**src/rtl/intr_ctx_pkg.sv**
```systemverilog
package intr_ctx_pkg;
  typedef enum logic [1:0] {
    ST_IDLE = 2'd0,
    ST_BUSY = 2'd1,
    ST_DONE = 2'd2
  } push_state_e;

  localparam int unsigned BEATS_EVEN = 2;
  localparam int unsigned BEATS_ODD  = 4;
  localparam int unsigned CTX_BYTES  = 4;
endpackage

```
**src/rtl/ctx_sp_select.sv**
```systemverilog
module ctx_sp_select #(
  parameter int unsigned AW      = 16,
  parameter int unsigned NUM_W   = 6,
  parameter int unsigned USER_LO = 32,
  parameter int unsigned USER_HI = 63
) (
  input  logic             swi,
  input  logic [NUM_W-1:0] num,
  input  logic             uflag,
  input  logic [AW-1:0]    isp,
  input  logic [AW-1:0]    usp,
  output logic [AW-1:0]    sp,
  output logic             use_user
);
  logic in_range;

  always_comb begin
    in_range = (32'(num) >= USER_LO) && (32'(num) <= USER_HI);
    use_user = swi && in_range && uflag;
    sp       = use_user ? usp : isp;
  end
endmodule

```
**src/rtl/ctx_beat_gen.sv**
```systemverilog
module ctx_beat_gen
  import intr_ctx_pkg::*;
#(
  parameter int unsigned AW    = 16,
  parameter int unsigned PC_W  = 20,
  parameter int unsigned FLG_W = 16
) (
  input  logic [AW-1:0]    sp,
  input  logic [PC_W-1:0]  pc,
  input  logic [FLG_W-1:0] flg,
  input  logic             odd,
  input  logic [1:0]       step,
  output logic [AW-1:0]    addr,
  output logic [15:0]      data,
  output logic [1:0]       be,
  output logic             last
);
  localparam int unsigned PCX_W = PC_W - 16;
  localparam int unsigned FGX_W = 8 - PCX_W;

  logic [7:0] img [CTX_BYTES];
  logic [7:0] sel_byte;
  logic [2:0] off;
  logic [1:0] idx;

  // Stack image, index 0 sits at the lowest address (SP-4).
  assign img[0] = pc[7:0];
  assign img[1] = pc[15:8];
  assign img[2] = flg[7:0];
  assign img[3] = {flg[FLG_W-1 -: FGX_W], pc[PC_W-1:16]};

  always_comb begin
    idx      = 2'd3 - step;
    sel_byte = img[idx];
    if (!odd) begin
      off  = (step == 2'd0) ? 3'd2 : 3'd4;
      addr = sp - AW'(off);
      data = (step == 2'd0) ? {img[3], img[2]} : {img[1], img[0]};
      be   = 2'b11;
      last = (step == 2'(BEATS_EVEN - 1));
    end else begin
      off  = 3'(step) + 3'd1;
      addr = sp - AW'(off);
      data = addr[0] ? {sel_byte, 8'h00} : {8'h00, sel_byte};
      be   = addr[0] ? 2'b10 : 2'b01;
      last = (step == 2'(BEATS_ODD - 1));
    end
  end
endmodule

```
**src/rtl/intr_ctx_push.sv**
```systemverilog
module intr_ctx_push
  import intr_ctx_pkg::*;
#(
  parameter int unsigned AW    = 16,
  parameter int unsigned NUM_W = 6,
  parameter int unsigned PC_W  = 20,
  parameter int unsigned FLG_W = 16
) (
  input  logic             clk,
  input  logic             rst_n,
  input  logic             accept_i,
  input  logic             swi_i,
  input  logic [NUM_W-1:0] swi_num_i,
  input  logic             uflag_i,
  input  logic [AW-1:0]    isp_i,
  input  logic [AW-1:0]    usp_i,
  input  logic [FLG_W-1:0] flg_i,
  input  logic [PC_W-1:0]  pc_i,
  output logic             wr_valid_o,
  input  logic             wr_ready_i,
  output logic [AW-1:0]    wr_addr_o,
  output logic [15:0]      wr_data_o,
  output logic [1:0]       wr_be_o,
  output logic [AW-1:0]    sp_new_o,
  output logic             sp_user_o,
  output logic             done_o
);
  push_state_e      state_q;
  logic [1:0]       step_q;
  logic [AW-1:0]    sp_q;
  logic             odd_q;
  logic [PC_W-1:0]  pc_q;
  logic [FLG_W-1:0] flg_q;
  logic [AW-1:0]    sp_new_q;
  logic             user_q;
  logic             user_out_q;

  logic [AW-1:0]    sel_sp;
  logic             sel_user;
  logic             beat_last;

  ctx_sp_select #(.AW(AW), .NUM_W(NUM_W)) u_sel (
    .swi      (swi_i),
    .num      (swi_num_i),
    .uflag    (uflag_i),
    .isp      (isp_i),
    .usp      (usp_i),
    .sp       (sel_sp),
    .use_user (sel_user)
  );

  ctx_beat_gen #(.AW(AW), .PC_W(PC_W), .FLG_W(FLG_W)) u_beat (
    .sp   (sp_q),
    .pc   (pc_q),
    .flg  (flg_q),
    .odd  (odd_q),
    .step (step_q),
    .addr (wr_addr_o),
    .data (wr_data_o),
    .be   (wr_be_o),
    .last (beat_last)
  );

  always_ff @(posedge clk or negedge rst_n) begin
    if (!rst_n) begin
      state_q    <= ST_IDLE;
      step_q     <= '0;
      sp_q       <= '0;
      odd_q      <= 1'b0;
      pc_q       <= '0;
      flg_q      <= '0;
      sp_new_q   <= '0;
      user_q     <= 1'b0;
      user_out_q <= 1'b0;
    end else begin
      unique case (state_q)
        ST_IDLE: if (accept_i) begin
          sp_q    <= sel_sp;
          odd_q   <= sel_sp[0];
          user_q  <= sel_user;
          pc_q    <= pc_i;
          flg_q   <= flg_i;
          step_q  <= '0;
          state_q <= ST_BUSY;
        end
        ST_BUSY: if (wr_ready_i) begin
          if (beat_last) begin
            sp_new_q   <= sp_q - AW'(4);
            user_out_q <= user_q;
            state_q    <= ST_DONE;
          end else begin
            step_q <= step_q + 2'd1;
          end
        end
        ST_DONE: state_q <= ST_IDLE;
        default: state_q <= ST_IDLE;
      endcase
    end
  end

  assign wr_valid_o = (state_q == ST_BUSY);
  assign done_o     = (state_q == ST_DONE);
  assign sp_new_o   = sp_new_q;
  assign sp_user_o  = user_out_q;
endmodule

```
**config.mk**
```make
export PLATFORM = sky130hd
export DESIGN_NAME = intr_ctx_push
export DESIGN_NICKNAME = d
export VERILOG_FILES = /design/src/rtl/intr_ctx_pkg.sv /design/src/rtl/ctx_sp_select.sv /design/src/rtl/ctx_beat_gen.sv /design/src/rtl/intr_ctx_push.sv
export SDC_FILE = /design/constraint.sdc
export NUM_CORES = 1
export LEC_CHECK = 0
export CAP_MARGIN = 25
export CORE_MARGIN = 2
export CORE_UTILIZATION = 37
export CTS_BUF_LIST = sky130_fd_sc_hd__clkbuf_4
export CTS_CLUSTER_SIZE = 16
export DETAILED_ROUTE_END_ITERATION = 8
export DONT_BUFFER_PORTS = 1
export SYNTH_ARGS = -nofsm -noshare
export SYNTH_HDL_FRONTEND = slang
export SYNTH_SLANG_ARGS = --single-unit
```
**constraint.sdc**
```tcl
create_clock -name clk -period 3.75 [get_ports clk]
set_input_delay 0.75 -clock clk [delete_from_list [all_inputs] [get_ports clk]]
set_output_delay 0.75 -clock clk [all_outputs]
set_load 0.01 [all_outputs]
```
[After elaboration in Yosys (flattened, before gate mapping)]
Index checks and enable logic that the tools add are counted.
Cells by class
  multiply operators: 0
  $add $sub $neg: 6
  shift operators: 0
  bitwise gates (word level): 1
  eq/ne operators: 8
  div/mod/pow operators: 0
  reductions and logical operators: 9
  mux-type cells: 20
  magnitude comparators: 2
Operators by type and width (number)
  $mux W16: 5
  $sub A16 B3 Y16: 2
  $bmux W8 S2: 1
  $mux W2: 8
  $mux W8: 2
  $sub A16 B3 Y16 const B: 1
  $pmux W2 S2: 2
  $ge A6 B6 Y1 const B: 1
  $reduce_and A3 Y1: 2
  $eq A2 B1 Y1 const B: 2
  $eq A2 B2 Y1 const B: 2
  $logic_not A2 Y1: 2
  $ne A2 B1 Y1 const B: 2
  $ne A2 B2 Y1 const B: 2
  $reduce_and A4 Y1: 1
  $add A2 B1 Y3 const B: 1
  $ge A3 B3 Y1 const B: 1
  $mux W3: 1
  $not A2 Y3: 1
  $add A2 B1 Y2 const B: 1
  $logic_and A1 B1 Y1: 2
  $reduce_and A2 Y1: 1
  $reduce_bool A2 Y1: 1
  $sub A2 B2 Y2 const A: 1
  $mux W1: 1
Storage, ports and cells
  memory bits (read-only): 0
  memories kept: 0
  input port bits: 80
  latch bits: 0
  bits in writable memories: 0
  output and inout port bits: 53
  register bits after elaboration: 75

[Longest topological paths before layout]
  word-level depth: 7
  gate-level depth with buffers: 11

[Modules after synthesis]
From an unflattened synthesis, not the netlist that was laid out.
Second synthesis, totals
  cell total of the unflattened synthesis: 376
  area, all modules: 4255.3 µm²
Modules (own cells, without submodules)
  intr_ctx_push: area an instance 3017.9 µm², instances 1, cells each 227, sequential area each 1851.8 µm²
  ctx_beat_gen: area an instance 991.0 µm², instances 1, cells each 130, sequential area each 0.0 µm²
  ctx_sp_select: area an instance 246.5 µm², instances 1, cells each 19, sequential area each 0.0 µm²

[Worst setup path after synthesis]
Ideal clock, no wire load.
  path type: reg2out
  start point: register step_q[0]
  end point: output wr_addr_o[13]
  setup slack: 271 ps
  stages on the path, launching flop included: 11
  path buffers: 1
  data arrival time: 2729 ps
  data required time: 3000 ps
  cells stage by stage: dfrtp_1 > clkbuf_1 > inv_1 > ha_1 > xor2_1 > ha_1 > a211oi_1 > a21oi_1 > nand2b_1 > nor4_1 > xor2_1
On the way
  word-level cells in the longest chain between the ends: 4
  elaborated cells on any way between the ends: 6
  classes of those cells: add/sub (3); mux (2); reduce/logical (1)
RTL lines
  start, declared: RTL line intr_ctx_push.sv:29  | logic [1:0] step_q;
  start signal, assigned: RTL line intr_ctx_push.sv:92  | step_q <= step_q + 2'd1;
  parallel branches: the longest is 3 deep, another holds $sub A16 B3 Y16
  $mux W16 (*): RTL line ctx_beat_gen.sv:35  | if (!odd) begin
  end, declared: RTL line intr_ctx_push.sv:21  | output logic [AW-1:0] wr_addr_o,
Every way passes the cells marked *.

[Worst setup path in the final report]
Same ends and word-level chain as after synthesis.

==> results.ini <==
[die]
die_area_mm2=0.0117
io_pins=133
rows=38
core_area_mm2=0.0107
die_w_um=108
start_util_pct=37.5
die_h_um=108

[clocking]
cts_buffers=9
cts_tree=yes
cts_setup_buffers=0
ctsLongestPathBuffers=2
clkTransAtPathRegs_ps=120
cts_sinks=70
clkLatencyLatePin_ps=410
cts-root-buf=clkbuf_4
h-tree-depth=3

[synthesis]
ys_seq_elements=70
netlist_area_mm2=0.00402
synth_cells=381
syn_nets=475
yosys_warnings=0
ys_seq_area_share_pct=43.6
yosysUniqueCellTypes=36
syn-mean-instance-area_um2=10.5

[sta]
max_freq_mhz=286
worstMarginPinSlew_ps=760
drv_slew=0
timing_hold_violations_final=0
fin_setup_tns_ps=0
holdWs_ps=39.1
setup_violations=0
fin_skew_ps=19.1
period_minus_slack_ps=3500
rsz0062_at_grt=false
relSlewSlack_pct=49.4
fin_crit_sh_pct=93.3

[critical_path]
worst_path_max_delay_cell=dfrtp_1
worstPathArrival_ps=2750
cp_cell_sequence=inv_1, ha_1, ha_1, inv_1, ha_1, a211oi_1, a21oi_1, nand2b_2, nor4_2, xor2_1
reg2reg_from=sp_q[8]
r2r_end=sp_new_o[15]
cp-startpoint=step_q[0]
path_class=reg2out
cp-start-kind=flip-flop
path_depth=10
cp_top_family=adder cells
worstPathBufferInverterCount=2
reg2reg_depth=5
slowest_delay_ps=400
worst_ep_required_time_ps=3000
regToRegSetupSlack_ps=1680
cp-end-kind=primary output
cp_max_fo=5
cp_common_cell=ha_1
critPathCapture=wr_addr_o[13]

[detailed_routing]
wl_met1_um=3990
vias=2808
drtPass1Iterations=5
met2_length_um=4330
vias_per_cell=5.45
ant_nets=0
highest-signal-layer=met4
route.detailed.drc=0
drtIter0Drc=196
wl_met3_um=631
wl_per_cell_um=17.8
wl_um=9170

[power]
p_leak_uw=0.00185
combPwrFrac_pct=50.0
irDropWorstVdd_mv=0.329
power_frac_seq_pct=40.4
power_density_mw_per_mm2=892
internal_power_uw=2060
p_sw_share_pct=45.9
power_switching_uw=1750
clkPwrFrac_pct=9.6

[global_routing]
grt_pass1_wl_um=14400
grtUsageTotal_pct=16.2
antenna_found_initial=0
overflow=0
grt_pass1_vias=2716
grt_max_degree=67

[placement]
dp_hpwl_um=6520
gp_congestion=0.834
port_buffers=0

[final_layout]
synthToLayoutAreaGrowth_pct=6.61
layout_commonest_cell=dfrtp_1
final_cell_mix=dfrtp_1 (70), mux2i_1 (35), mux2_2 (34)
fillers=1090
drive_gt1_share_pct=18.9
final_nets=466
fin_util_pct=40.0
n_antenna_cell=0

[flow_run]
cap_viol_max_count=0

[min_path]
hold_path_class=in2async

[outcome]
status=completed

-- per-layer routing --
layer | vias to the layer above | global-route usage, %
met5 | - | 0
met4 | 0 | 6.14
met3 | 18 | 5.00
met2 | 96 | 25.1
met1 | 1383 | 21.2
li1 | 1311 | -
-- worst min path at each step --
stage	end	cells past startpoint	slack, ps	start
final	sp_new_o[4]	0	40	rst_n
after global routing	sp_new_o[4]	0	2	rst_n
after CTS	sp_new_o[7]	0	5	rst_n
after detailed placement	sp_new_o[7]	0	460	rst_n
after global placement	sp_new_o[7]	0	460	rst_n
after floorplan	flg_q[0]	0	450	rst_n
-- cells by family (layout without fill, tap and decap cells) --
logic type | after synthesis | in the layout | synth area share [%]
buffers and inverters | 42 | 36 | 4.30
muxes | 77 | 77 | 22.7
adders and majority gates | 14 | 14 | 4.55
and+or+nand+nor | 91 | 91 | 10.7
DFF | 70 | 70 | 43.6
AOI/OAI and AO/OA | 62 | 62 | 8.63
xor gates and xnor gates | 25 | 25 | 5.45
-- sequential cells by signal, indices dropped and copies added, names as in the netlist --
| name | flops |
|---|---|
| state_q | 2 |
| sp_user_o | 1 |
| sp_q | 16 |
| sp_new_o | 16 |
| flg_q | 12 |
| step_q | 2 |
| pc_q | 20 |
| user_q | 1 |
-- timing repair --
item	in CTS	in global routing
hold buffers	2	1
endpoints found under the hold margin	29	26
gates resized for setup	0	3
endpoints found under the setup margin	0	5
-- area by class of cell --
cell class / instances / area [µm²] / area share (%)
clock buffer: 9 / 67.6 / 1.58
clock inverter: 5 / 18.8 / 0.438
inverter: 12 / 45.0 / 1.05
multi-input combinational: 269 / 2110 / 49.3
sequential: 70 / 1750 / 40.9
tap: 140 / 175 / 4.09
timing repair buffer: 10 / 110 / 2.57
-- power by group through the flow --
stage	registers [µW]	clock network, µW	logic (µW)
6_report	1540	366	1910
2_1_floorplan	1380	0	1630
3_3_place_gp	1540	0	1850
3_5_place_dp	1560	0	1900
5_1_grt	1600	418	2130
4_1_cts	1540	383	1920
-- stage by stage --
stage | cells | power, µW | worst slack, ps | instance area [µm²]
after floorplan | 381 | 3010 | 271 | 4020
after global placement | 497 | 3380 | 673 | 4110
after detailed placement | 497 | 3460 | 648 | 4110
after CTS | 513 | 3840 | 146 | 4230
after global routing | 515 | 4160 | 22.2 | 4280
final | 515 | 3820 | 253 | 4280
-- Yosys cell counts, drive strengths merged --
cell type | count | share of area, %
dfrtp | 70 | 44
mux2i | 35 | 8.7
mux2 | 34 | 9.5
o21ai | 33 | 4.2
nand2 | 30 | 2.8
clkbuf | 27 | 2.5
nor2 | 25 | 2.3
a21oi | 18 | 2.2
ha | 13 | 4.1
xor2 | 13 | 2.8
inv | 12 | 1.1
xnor2 | 12 | 2.6
nand3 | 11 | 1.4
nor3 | 9 | 1.4
mux4 | 8 | 4.5
nor4 | 5 | 0.78
a22o | 3 | 0.65
buf | 3 | 0.65
nor2b | 3 | 0.47
a211oi | 2 | 0.37
nand2b | 2 | 0.31
o31ai | 2 | 0.37
or3 | 2 | 0.34
or4 | 2 | 0.56
a21o | 1 | 0.19
a311oi | 1 | 0.22
a31oi | 1 | 0.16
a32oi | 1 | 0.22
fa | 1 | 0.50
nor3b | 1 | 0.19
or2 | 1 | 0.16
Note: power is estimated with default switching activity, not from simulation.
